==> config.mk <==
export PLATFORM = sky130hd
export DESIGN_NAME = spi_dc_tx
export DESIGN_NICKNAME = d
export VERILOG_FILES = /design/src/rtl/spi_dc_pkg.sv /design/src/rtl/spi_dc_timer.sv /design/src/rtl/spi_dc_shifter.sv /design/src/rtl/spi_dc_tx.sv
export SDC_FILE = /design/constraint.sdc
export NUM_CORES = 1
export LEC_CHECK = 0
export BUFFER_PORTS_ARGS = -buffer_cell sky130_fd_sc_hd__buf_4
export CAP_MARGIN = 20
export CORE_MARGIN = 2
export CORE_UTILIZATION = 59
export DETAILED_ROUTE_END_ITERATION = 12
export PLACE_DENSITY = 0.84
export SLEW_MARGIN = 20
export SYNTH_ARGS = -nofsm -noshare
export SYNTH_HDL_FRONTEND = slang
export SYNTH_HIERARCHICAL = 1
export SYNTH_SLANG_ARGS = --single-unit
==> constraint.sdc <==
create_clock -name clk -period 3.5 [get_ports clk]
set_clock_uncertainty 0.1 [all_clocks]
set_input_delay 0.35 -clock clk [delete_from_list [all_inputs] [get_ports clk]]
set_output_delay 0.35 -clock clk [all_outputs]
set_load 0.05 [all_outputs]
==> src/rtl/spi_dc_pkg.sv <==
package spi_dc_pkg;

  typedef enum logic [2:0] {
    ST_IDLE,   // chip select high, ready
    ST_SETUP,  // chip select low, waiting before first rising edge
    ST_HIGH,   // serial clock high
    ST_LOW,    // serial clock low between pulses
    ST_HOLD,   // chip select hold after last falling edge
    ST_DONE,   // one cycle ready with chip select still low
    ST_LEAD    // data setup before first edge of a chained byte
  } tx_state_t;

  function automatic int max4(int a, int b, int c, int d);
    int m;
    m = a;
    if (b > m) m = b;
    if (c > m) m = c;
    if (d > m) m = d;
    return m;
  endfunction

  // number of cycles spent in a timed state; untimed states last one cycle
  function automatic int phase_cycles(tx_state_t s, int hi, int lo, int css, int csh);
    case (s)
      ST_SETUP: return css;
      ST_HIGH:  return hi;
      ST_LOW:   return lo;
      ST_LEAD:  return lo;
      ST_HOLD:  return csh;
      default:  return 1;
    endcase
  endfunction

endpackage

==> src/rtl/spi_dc_timer.sv <==
module spi_dc_timer #(
  parameter int CNT_W = 3
) (
  input  logic             clk,
  input  logic             rst_n,
  input  logic             load,
  input  logic [CNT_W-1:0] load_val,
  output logic             expired
);
  logic [CNT_W-1:0] cnt;

  always_ff @(posedge clk) begin
    if (!rst_n)
      cnt <= '0;
    else if (load)
      cnt <= load_val;
    else if (cnt != '0)
      cnt <= cnt - 1'b1;
  end

  assign expired = (cnt == '0);
endmodule

==> src/rtl/spi_dc_shifter.sv <==
module spi_dc_shifter #(
  parameter int BITS = 8
) (
  input  logic            clk,
  input  logic            rst_n,
  input  logic            load,
  input  logic [BITS-1:0] data,
  input  logic            shift,
  output logic            msb,
  output logic            last
);
  localparam int IDX_W = (BITS < 2) ? 1 : $clog2(BITS);

  logic [BITS-1:0]  sr;
  logic [IDX_W-1:0] idx;

  always_ff @(posedge clk) begin
    if (!rst_n) begin
      sr  <= '0;
      idx <= '0;
    end else if (load) begin
      sr  <= data;
      idx <= '0;
    end else if (shift) begin
      sr  <= sr << 1;
      idx <= idx + 1'b1;
    end
  end

  assign msb  = sr[BITS-1];
  assign last = (idx == IDX_W'(BITS - 1));
endmodule

==> src/rtl/spi_dc_tx.sv <==
module spi_dc_tx
  import spi_dc_pkg::*;
#(
  parameter int HI_CYC  = 5,
  parameter int LO_CYC  = 5,
  parameter int CSS_CYC = 3,
  parameter int CSH_CYC = 2,
  parameter int BITS    = 8
) (
  input  logic            clk,
  input  logic            rst_n,
  input  logic            in_valid,
  output logic            in_ready,
  input  logic [BITS-1:0] in_byte,
  input  logic            in_dc,
  output logic            cs_n,
  output logic            sclk,
  output logic            mosi,
  output logic            dc
);
  localparam int MAXC  = max4(HI_CYC, LO_CYC, CSS_CYC, CSH_CYC);
  localparam int CNT_W = (MAXC < 2) ? 1 : $clog2(MAXC);

  tx_state_t        st, nxt;
  logic             phase_done;
  logic             accept;
  logic             bit_fall;   // leaving a high phase with bits left
  logic             burst_end;  // leaving the last high phase
  logic             last_bit;
  logic             shift_msb;
  logic             tmr_load;
  logic [CNT_W-1:0] tmr_val;
  logic             dc_q;

  assign in_ready = (st == ST_IDLE) || (st == ST_DONE);
  assign accept   = in_ready && in_valid;

  always_comb begin
    nxt = st;
    case (st)
      ST_IDLE:  if (in_valid) nxt = ST_SETUP;
      ST_SETUP: if (phase_done) nxt = ST_HIGH;
      ST_HIGH:  if (phase_done) nxt = last_bit ? ST_HOLD : ST_LOW;
      ST_LOW:   if (phase_done) nxt = ST_HIGH;
      ST_HOLD:  if (phase_done) nxt = ST_DONE;
      ST_DONE:  nxt = in_valid ? ST_LEAD : ST_IDLE;
      ST_LEAD:  if (phase_done) nxt = ST_HIGH;
      default:  nxt = ST_IDLE;
    endcase
  end

  assign bit_fall  = (st == ST_HIGH) && phase_done && !last_bit;
  assign burst_end = (st == ST_HIGH) && phase_done && last_bit;
  assign tmr_load  = (nxt != st);
  assign tmr_val   = CNT_W'(phase_cycles(nxt, HI_CYC, LO_CYC, CSS_CYC, CSH_CYC) - 1);

  always_ff @(posedge clk) begin
    if (!rst_n) begin
      st   <= ST_IDLE;
      dc_q <= 1'b0;
    end else begin
      st <= nxt;
      if (accept) dc_q <= in_dc;
    end
  end

  spi_dc_timer #(.CNT_W(CNT_W)) i_timer (
    .clk      (clk),
    .rst_n    (rst_n),
    .load     (tmr_load),
    .load_val (tmr_val),
    .expired  (phase_done)
  );

  spi_dc_shifter #(.BITS(BITS)) i_shift (
    .clk   (clk),
    .rst_n (rst_n),
    .load  (accept),
    .data  (in_byte),
    .shift (bit_fall),
    .msb   (shift_msb),
    .last  (last_bit)
  );

  assign cs_n = (st == ST_IDLE);
  assign sclk = (st == ST_HIGH);
  assign mosi = shift_msb;
  assign dc   = dc_q;
endmodule

## Yosys cells after proc, flatten, opt, wreduce, memory -nomap -nowiden

Index checks and enable logic that the tools add are counted.

| cells by class | value |
|---|---|
| add/subtract/negate cells | 3 |
| equality and inequality tests | 13 |
| multiplexer cells | 12 |
| bitwise operators | 1 |
| reductions and logical operators | 13 |

Operators with widths:

| operator | count |
|---|---|
| $mux W3 | 8 |
| $eq A3 B3 Y1 const B | 6 |
| $mux W8 | 2 |
| $pmux W3 S5 | 1 |
| $eq A3 B2 Y1 const B | 4 |
| $pmux W3 S3 | 1 |
| $eq A3 B1 Y1 const B | 2 |
| $logic_not A3 Y1 | 2 |
| $reduce_or A3 Y1 | 2 |
| $reduce_bool A2 Y1 | 2 |
| $add A3 B1 Y3 const B | 1 |
| $logic_and A1 B1 Y1 | 3 |
| $ne A3 B3 Y1 | 1 |
| $reduce_bool A3 Y1 | 1 |
| $sub A3 B1 Y3 const B | 1 |
| $sub A3 B2 Y3 const B | 1 |
| $reduce_or A2 Y1 | 1 |
| $logic_not A1 Y1 | 1 |
| $logic_or A1 B1 Y1 | 1 |
| $not A1 Y1 | 1 |

| word-level totals | value |
|---|---|
| flip-flop bits (word level) | 18 |
| input port bits | 12 |
| output and inout bits | 5 |
| word-level logic and storage cells | 47 |

## Longest topological paths before layout

Gate-level depths: netlist of the first run.

| logic depth | value |
|---|---|
| depth after elaboration | 9 |
| mapped depth | 10 |

## Cells and area by module

The synthesis of the first run kept the hierarchy.

Modules (own cells, without submodules):

| module | instances | cells an instance | area each (um^2) | sequential area each (um^2) |
|---|---|---|---|---|
| spi_dc_shifter | 1 | 47 | 525.5 | 220.2 |
| spi_dc_tx | 1 | 38 | 357.8 | 80.1 |
| spi_dc_timer | 1 | 22 | 205.2 | 60.1 |

## Worst setup path after synthesis of the first run

OpenSTA, ideal clock, no wires.

| path | value |
|---|---|
| path type | register to register |
| start | register i_timer.cnt[0] |
| end | register i_shift.sr[1] |
| setup time | 0.116 ns |
| arrival time | 1.938 ns |
| data required time | 3.284 ns |
| path slack | 1.346 ns |
| stages on the path, launching flop included | 10 |
| buffers on the path | 1 |
| clock period less this slack | 2.154 ns |
| cell sequence | dfxtp_1 inv_1 ha_1 nand2b_1 inv_1 inv_2 nor4_2 buf_6 mux2_2 o211a_1 |

| between the ends | value |
|---|---|
| word-level cells in the longest chain between the ends | 4 |

RTL lines:

| element | line | RTL |
|---|---|---|
| from (decl) | spi_dc_timer.sv:10 | `logic [CNT_W-1:0] cnt;` |
| from (signal assigned) | spi_dc_timer.sv:16 | `cnt <= load_val;` |
| from (signal assigned) | spi_dc_timer.sv:18 | `cnt <= cnt - 1'b1;` |
| $logic_not A3 Y1 | spi_dc_timer.sv:21 | `assign expired = (cnt == '0);` |
| via phase_done | spi_dc_tx.sv:25 | `logic phase_done;` |
| $logic_and A1 B1 Y1 | -- |  |
| $logic_and A1 B1 Y1 | spi_dc_tx.sv:52 | `assign bit_fall = (st == ST_HIGH) && phase_done && !last_bit;` |
| via bit_fall | spi_dc_tx.sv:27 | `logic bit_fall;` |
| $reduce_bool A2 Y1 (no line) | -- |  |
| to (signal assigned) | spi_dc_shifter.sv:22 | `sr <= data;` |
| to (signal assigned) | spi_dc_shifter.sv:25 | `sr <= sr << 1;` |
| to (decl) | spi_dc_shifter.sv:14 | `logic [BITS-1:0] sr;` |

The timed path passes the listed nets, and every way through them passes these cells.
A chain may end at the register's enable or synchronous reset.

## Final worst setup path of the first run

| path | value |
|---|---|
| start | register i_timer.cnt[0] |
| end | register i_timer.cnt[1] |

| between the ends | value |
|---|---|
| word-level cells in the longest chain between the ends | 8 |

RTL lines:

| element | line | RTL |
|---|---|---|
| $logic_not A3 Y1 (*) | spi_dc_timer.sv:21 |  |
| via phase_done | spi_dc_tx.sv:25 |  |
| $mux W3 (on tied branches) | -- |  |
| $pmux W3 S5 (*) | spi_dc_tx.sv:40 | `case (st)` |
| $eq A3 B3 Y1 / $eq A3 B2 Y1 (equally long branches) | spi_dc_pkg.sv:24 | `case (s)` |
| $reduce_or A3 Y1 (no line) | -- |  |
| $pmux W3 S3 (*) | spi_dc_pkg.sv:24 |  |
| $sub A3 B2 Y3 (*) | spi_dc_tx.sv:55 | `assign tmr_val = CNT_W'(phase_cycles(nxt, HI_CYC, LO_CYC, CSS_CYC, CSH_CYC) - 1);` |
| via tmr_val[1] | spi_dc_tx.sv:32 | `logic [CNT_W-1:0] tmr_val;` |
| $mux W3 (*) | spi_dc_timer.sv:15 | `else if (load)` |

Mark *: on every way through the listed nets, which the timed path passes. The rest lies on a longest branch. The select of a mux whose other input is x is not followed.

==> flow_metrics.tcl, run 1 <==
set metrics [dict create \
    area_growth_pct 12.0 \
    crit_buf_inv 2 \
    synth_cells 107 \
    chipWidth_um 47.0 \
    hold_violations 0 \
    syn_nets 123 \
    dp_slack_ns 1.14 \
    clk_latency_ns 0.29 \
    cts.clk_slew.worst_paths_ns 0.08 \
    grt_pass1_wl_um 2970 \
    leakage_nw 0.542 \
    critPathMaxStageDelay_ns 0.36 \
    drive_gt1_share_pct 29.8 \
    setup_viol 0 \
    numPortBuffers 16 \
    grt_max_degree 19 \
    tightest_slew_ns 0.999 \
    fin_setup_tns_ns 0 \
    setup_ws_ns 1.14 \
    path_delay_family "compound AO/OA/AOI/OAI gates" \
    crit_path_max_fanout 6 \
    core_um2 1730 \
    rsz0062_at_grt "false" \
    start_util_pct 63.0 \
    final_nets 139 \
    max_cap_violations 0 \
    crit_arrival_ns 2.42 \
    clockRootBuffer "clkbuf_4" \
    start_kind "register" \
    io-pin-count 17 \
    tritoncts "yes" \
    syn_avg_cell_area_um2 10.2 \
    antenna_found_initial 0 \
    numCtsBuffers 3 \
    dp.cells 143 \
    yosysTopAreaCellShare_pct 33.1 \
    drt-vias-per-instance 5.46 \
    first_iter_violations 11 \
    worst-r2r-cell-count 10 \
    clk_path_buf_depth 2 \
    wire_per_inst_um 12.4 \
    cts_setup_buffers 0 \
    fin_hold_ws_ns 0.221 \
    row_count 15 \
    synthTopCellsByArea "dfxtp_1, mux2_2, o211a_1" \
    crit_slowest_cell "dfxtp_1" \
    status "finished, final reports clean" \
    max-slew-margin-rel_pct 33.1 \
    ys_seq_elements 18 \
    hold_class "in2reg" \
    power_density_nw_per_um2 641 \
    synth_warnings 6 \
    mappedNetlistArea_um2 1090 \
    final.period_utilization_pct 67.6 \
    post-route-min-period_ns 2.36 \
    grt_overflow 0 \
    hpwlAfterDp_um 1340 \
    fin_cells 146 \
    drc 0 \
    hold_depth 3 \
    path_class "reg2reg" \
    ys_async_sr_fraction_pct 0 \
    crit_path_frequent_cell "inv_1" \
    slew_viol_final 0 \
    die_area_um2 2200 \
    cp_cell_sequence "inv_1 -> ha_1 -> nand2b_1 -> inv_1 -> nor2b_1 -> a211oi_1 -> a311oi_2 -> nor3b_1 -> nor2b_2 -> a2111oi_1" \
    place.gp.congestion 0.857 \
    synth_top_area_cell "dfxtp_1" \
    yosysUniqueCellTypes 37 \
    synth_most_common_cell "dfxtp_1" \
    cts-htree-levels 1 \
    postCtsHoldBufs 0 \
    yosysSeqAreaShare_pct 33.1 \
    synth_edf_count 0 \
    max-vdd-ir-drop_mv 0.495 \
    grt_pass1_vias 735 \
    ys.flop_type "dfxtp_1" \
    antenna_left 0 \
    grt_usage_pct 19.4 \
    chipHeight_um 47.0 \
    critPathRequiredTime_ns 3.55 \
    cts_resized 0 \
    vias 797 \
    routed_wl_um 1820 \
    antenna_cells 0 \
    synth_commonest_cells "dfxtp_1, nand2b_1, nor2b_1" \
    numClockSinks 18 \
    fmaxAchievable_ghz 0.423 \
    path_depth 10 \
    dr.pass1.iters 4 \
    endpoint_kind "register" \
]
[worst register-to-register path: stages (launching register included)]
cell and delay, ns:
dfxtp_1 0.36, inv_1 0.07, ha_1 0.23, nand2b_1 0.12, inv_1 0.11, nor2b_1 0.15, a211oi_1 0.27, a311oi_2 0.11
nor3b_1 0.30, nor2b_2 0.06, a2111oi_1 0.36
[logic make-up after synthesis]
logic type / share of synthesized area, %
adder cells (fa/ha/maj): 4.60
AO/OA/AOI/OAI: 15.2
buffers and inverters: 6.44
flip-flops: 33.1
AND/OR/NAND/NOR: 29.1
multiplexers: 10.0
XOR/XNOR: 1.61
[per-stage QoR]
step	utilization, %	area, um^2	power (mW)
3_5_place_dp	69.3	1200	0.689
3_3_place_gp	69.3	1200	0.674
6_report	70.6	1220	0.781
4_1_cts	70.6	1220	0.788
2_1_floorplan	-	1090	0.616
5_1_grt	70.6	1220	0.845
[state kept, by name (all words and copies together) (netlist names)]
signal	cells
i_shift/sr	8
st	3
i_shift/idx	3
i_timer/cnt	3
dc	1
[worst paths after layout]
check	start	endpoint	slack, ns
hold / removal	in_byte[0]	i_shift/sr[0]	0.22
setup reg to reg	i_timer/cnt[0]	i_timer/cnt[1]	1.14
hold reg to reg	i_shift/idx[1]	i_shift/idx[1]	0.41
setup / recovery	i_timer/cnt[0]	i_timer/cnt[1]	1.14
[layout make-up]
class	count	area, um^2
clock buffer	3	22.5
fill	137	508
inverter	5	18.8
multi-input combinational	78	658
sequential	18	360
tap	25	31.3
timing repair buffer	17	128
[placed cells by master, fill, tap and decap left out, types with 2 or more instances in the layout]
cell type   n
dfxtp_1    18
buf_4      17
nand2b_1    9
nor2b_1     8
mux2_2      7
o211a_1     7
nor2_1      6
nor3b_1     4
ha_1        4
inv_1       4
nor4b_1     3
mux2i_1     3
clkbuf_4    3
nor3_1      2
a21oi_1     2
nor4_2      2
nor2b_2     2
a2111oi_1   2
[power breakdown]
part | total (mW) | switching, mW | internal (mW)
clock network | 0.0973 | 0.0573 | 0.0400
registers | 0.289 | 0.0429 | 0.246
logic | 0.395 | 0.219 | 0.177
[layer usage]
metal  up-vias  wire length [um]  track usage (%)
met5         -                 0                0
met4         0                12             8.33
met3         2                71             4.62
met2        17               900             32.1
met1       362               833             24.2
li1        416                 -                -
(Power assumes the default switching activity.)
==> inputs of run 2 (changes only) <==
CORE_ASPECT_RATIO = 0.6   (was default)
CORE_UTILIZATION = 49   (was 59)
PLACE_DENSITY = 0.74   (was 0.84)
clock period = 1.9 ns   (was 3.5 ns; I/O delays follow)
==> flow_metrics.tcl, run 2 (same netlist as run 1, synthesis figures left out) <==
set metrics [dict create \
    start_util_pct 51.1 \
    fillerInstances 147 \
    min_to "i_shift/sr[0]" \
    clockRootBuffer "clkbuf_8" \
    setup_ws_ns -0.126 \
    grt_pass1_vias 808 \
    start_kind "register" \
    rsz0062_at_grt "true" \
    numPortBuffers 16 \
    dp.cells 162 \
    clk_latency_ns 0.26 \
    endpoint_kind "register" \
    chipWidth_um 64.9 \
    row_count 13 \
    area_growth_pct 42.3 \
    largest_reg_flops 8 \
    post-route-min-period_ns 2.03 \
    place.gp.congestion 0.838 \
    hold_violations 0 \
    critPathRequiredTime_ns 1.95 \
    die_area_um2 2630 \
    max-slew-margin-rel_pct 69.2 \
    fmaxAchievable_ghz 0.493 \
    max_cap_violations 0 \
    dr.pass1.iters 4 \
    core_um2 2130 \
    final_nets 160 \
    wire_per_inst_um 17.6 \
    grt_pass1_wl_um 4010 \
    first_iter_violations 59 \
    tightest_slew_ns 0.462 \
    leakage_nw 0.699 \
    grt_max_degree 16 \
    drc 0 \
    hold_depth 3 \
    dp_slack_ns -0.161 \
    finalPower_mw 2.12 \
    reg2reg_slack_ns -0.13 \
    cts-htree-levels 1 \
    path_class "reg2reg" \
    mostFrequentLayoutCell "buf_4" \
    chipHeight_um 40.5 \
    crit_path_max_fanout 8 \
    numClockSinks 18 \
    fin_cells 173 \
    regMostFlops "i_shift/sr" \
    fin_hold_ws_ns 0.102 \
    utilization_pct 72.7 \
    io-pin-count 17 \
    antenna_left 0 \
    grt_usage_pct 21.6 \
    worst-r2r-cell-count 9 \
    max-vdd-ir-drop_mv 0.669 \
    drive_gt1_share_pct 52.4 \
    violations "setup timing" \
    hold_start "in_byte[0]" \
    hpwlAfterDp_um 1840 \
    power_density_nw_per_um2 1370 \
    hold_class "in2reg" \
    cts.clk_slew.worst_paths_ns 0.08 \
    mostFrequentLayoutCells "buf_4, dfxtp_1, nand2b_1" \
    slew_viol_final 0 \
    crit_arrival_ns 2.07 \
    antenna_found_initial 0 \
    setup_viol 10 \
    vias 971 \
    clk_path_buf_depth 2 \
    tritoncts "yes" \
    status "finished with violations" \
    drt-vias-per-instance 5.61 \
    routed_wl_um 3050 \
    reg2reg_to "i_shift/sr[1]" \
    numCtsBuffers 3 \
    worstReg2RegStart "i_timer/cnt[0]" \
    grt_overflow 0 \
    antenna_cells 0 \
    final.period_utilization_pct 107 \
]
==> run 2: repair_timing <==
item,in CTS,in global routing
pin swaps,4,7
setup buffers,4,3
gates resized for setup,11,6
endpoints found under the setup margin,10,16
hold buffers,0,0
==> run 2: layout make-up <==
type                            count  area (um^2)  area share [%]
Clock buffer                        4         55.1            3.55
Sequential cell                    18          364            23.5
Timing Repair Buffer               38          289            18.7
Multi-Input combinational cell     78          774            50.0
Inverter                            5         28.8            1.86
Tap cell                           30         37.5            2.42
==> run 2: through the flow <==
stage	TNS [ns]	area, um^2
after floorplan	0	1150
after global placement	-0.163	1370
after detailed placement	-0.468	1370
after CTS	-0.0226	1510
after global routing	-1.37	1550
final	-0.915	1550
==> run 2: worst max path at each step <==
| stage | from | to | slack, ns | cells after the start |
|---|---|---|---|---|
| 3_3_place_gp | i_timer/cnt[0] | i_timer/cnt[1] | -0.10 | 10 |
| 3_5_place_dp | i_timer/cnt[1] | i_timer/cnt[1] | -0.16 | 10 |
| 2_1_floorplan | i_shift/idx[0] | i_shift/sr[1] | 0.01 | 6 |
| 4_1_cts | i_timer/cnt[1] | i_timer/cnt[1] | -0.02 | 11 |
| 6_report | i_timer/cnt[0] | i_shift/sr[1] | -0.13 | 9 |
| 5_1_grt | i_timer/cnt[0] | i_timer/cnt[0] | -0.15 | 11 |
==> run 2: power by group <==
group / internal, mW / total, mW / switching (mW)
combinational: 0.624 / 1.29 / 0.670
clock: 0.184 / 0.319 / 0.134
sequential: 0.457 / 0.509 / 0.0516
==> run 2: worst max-delay path: stages, from the launching register on <==
cell	delay, ns
dfxtp_2	0.35
inv_2	0.09
ha_4	0.16
nand2b_4	0.07
inv_6	0.10
inv_6	0.05
nor4_4	0.26
buf_6	0.21
mux2_4	0.31
o211a_1	0.22
==> run 2: per-layer routing <==
layer	global-route usage, %	part of all wire [%]	routed length, um
met5	0	0	0
met4	9.57	2.0	60
met3	7.02	4.3	132
met2	33.0	46	1390
met1	28.3	48	1460
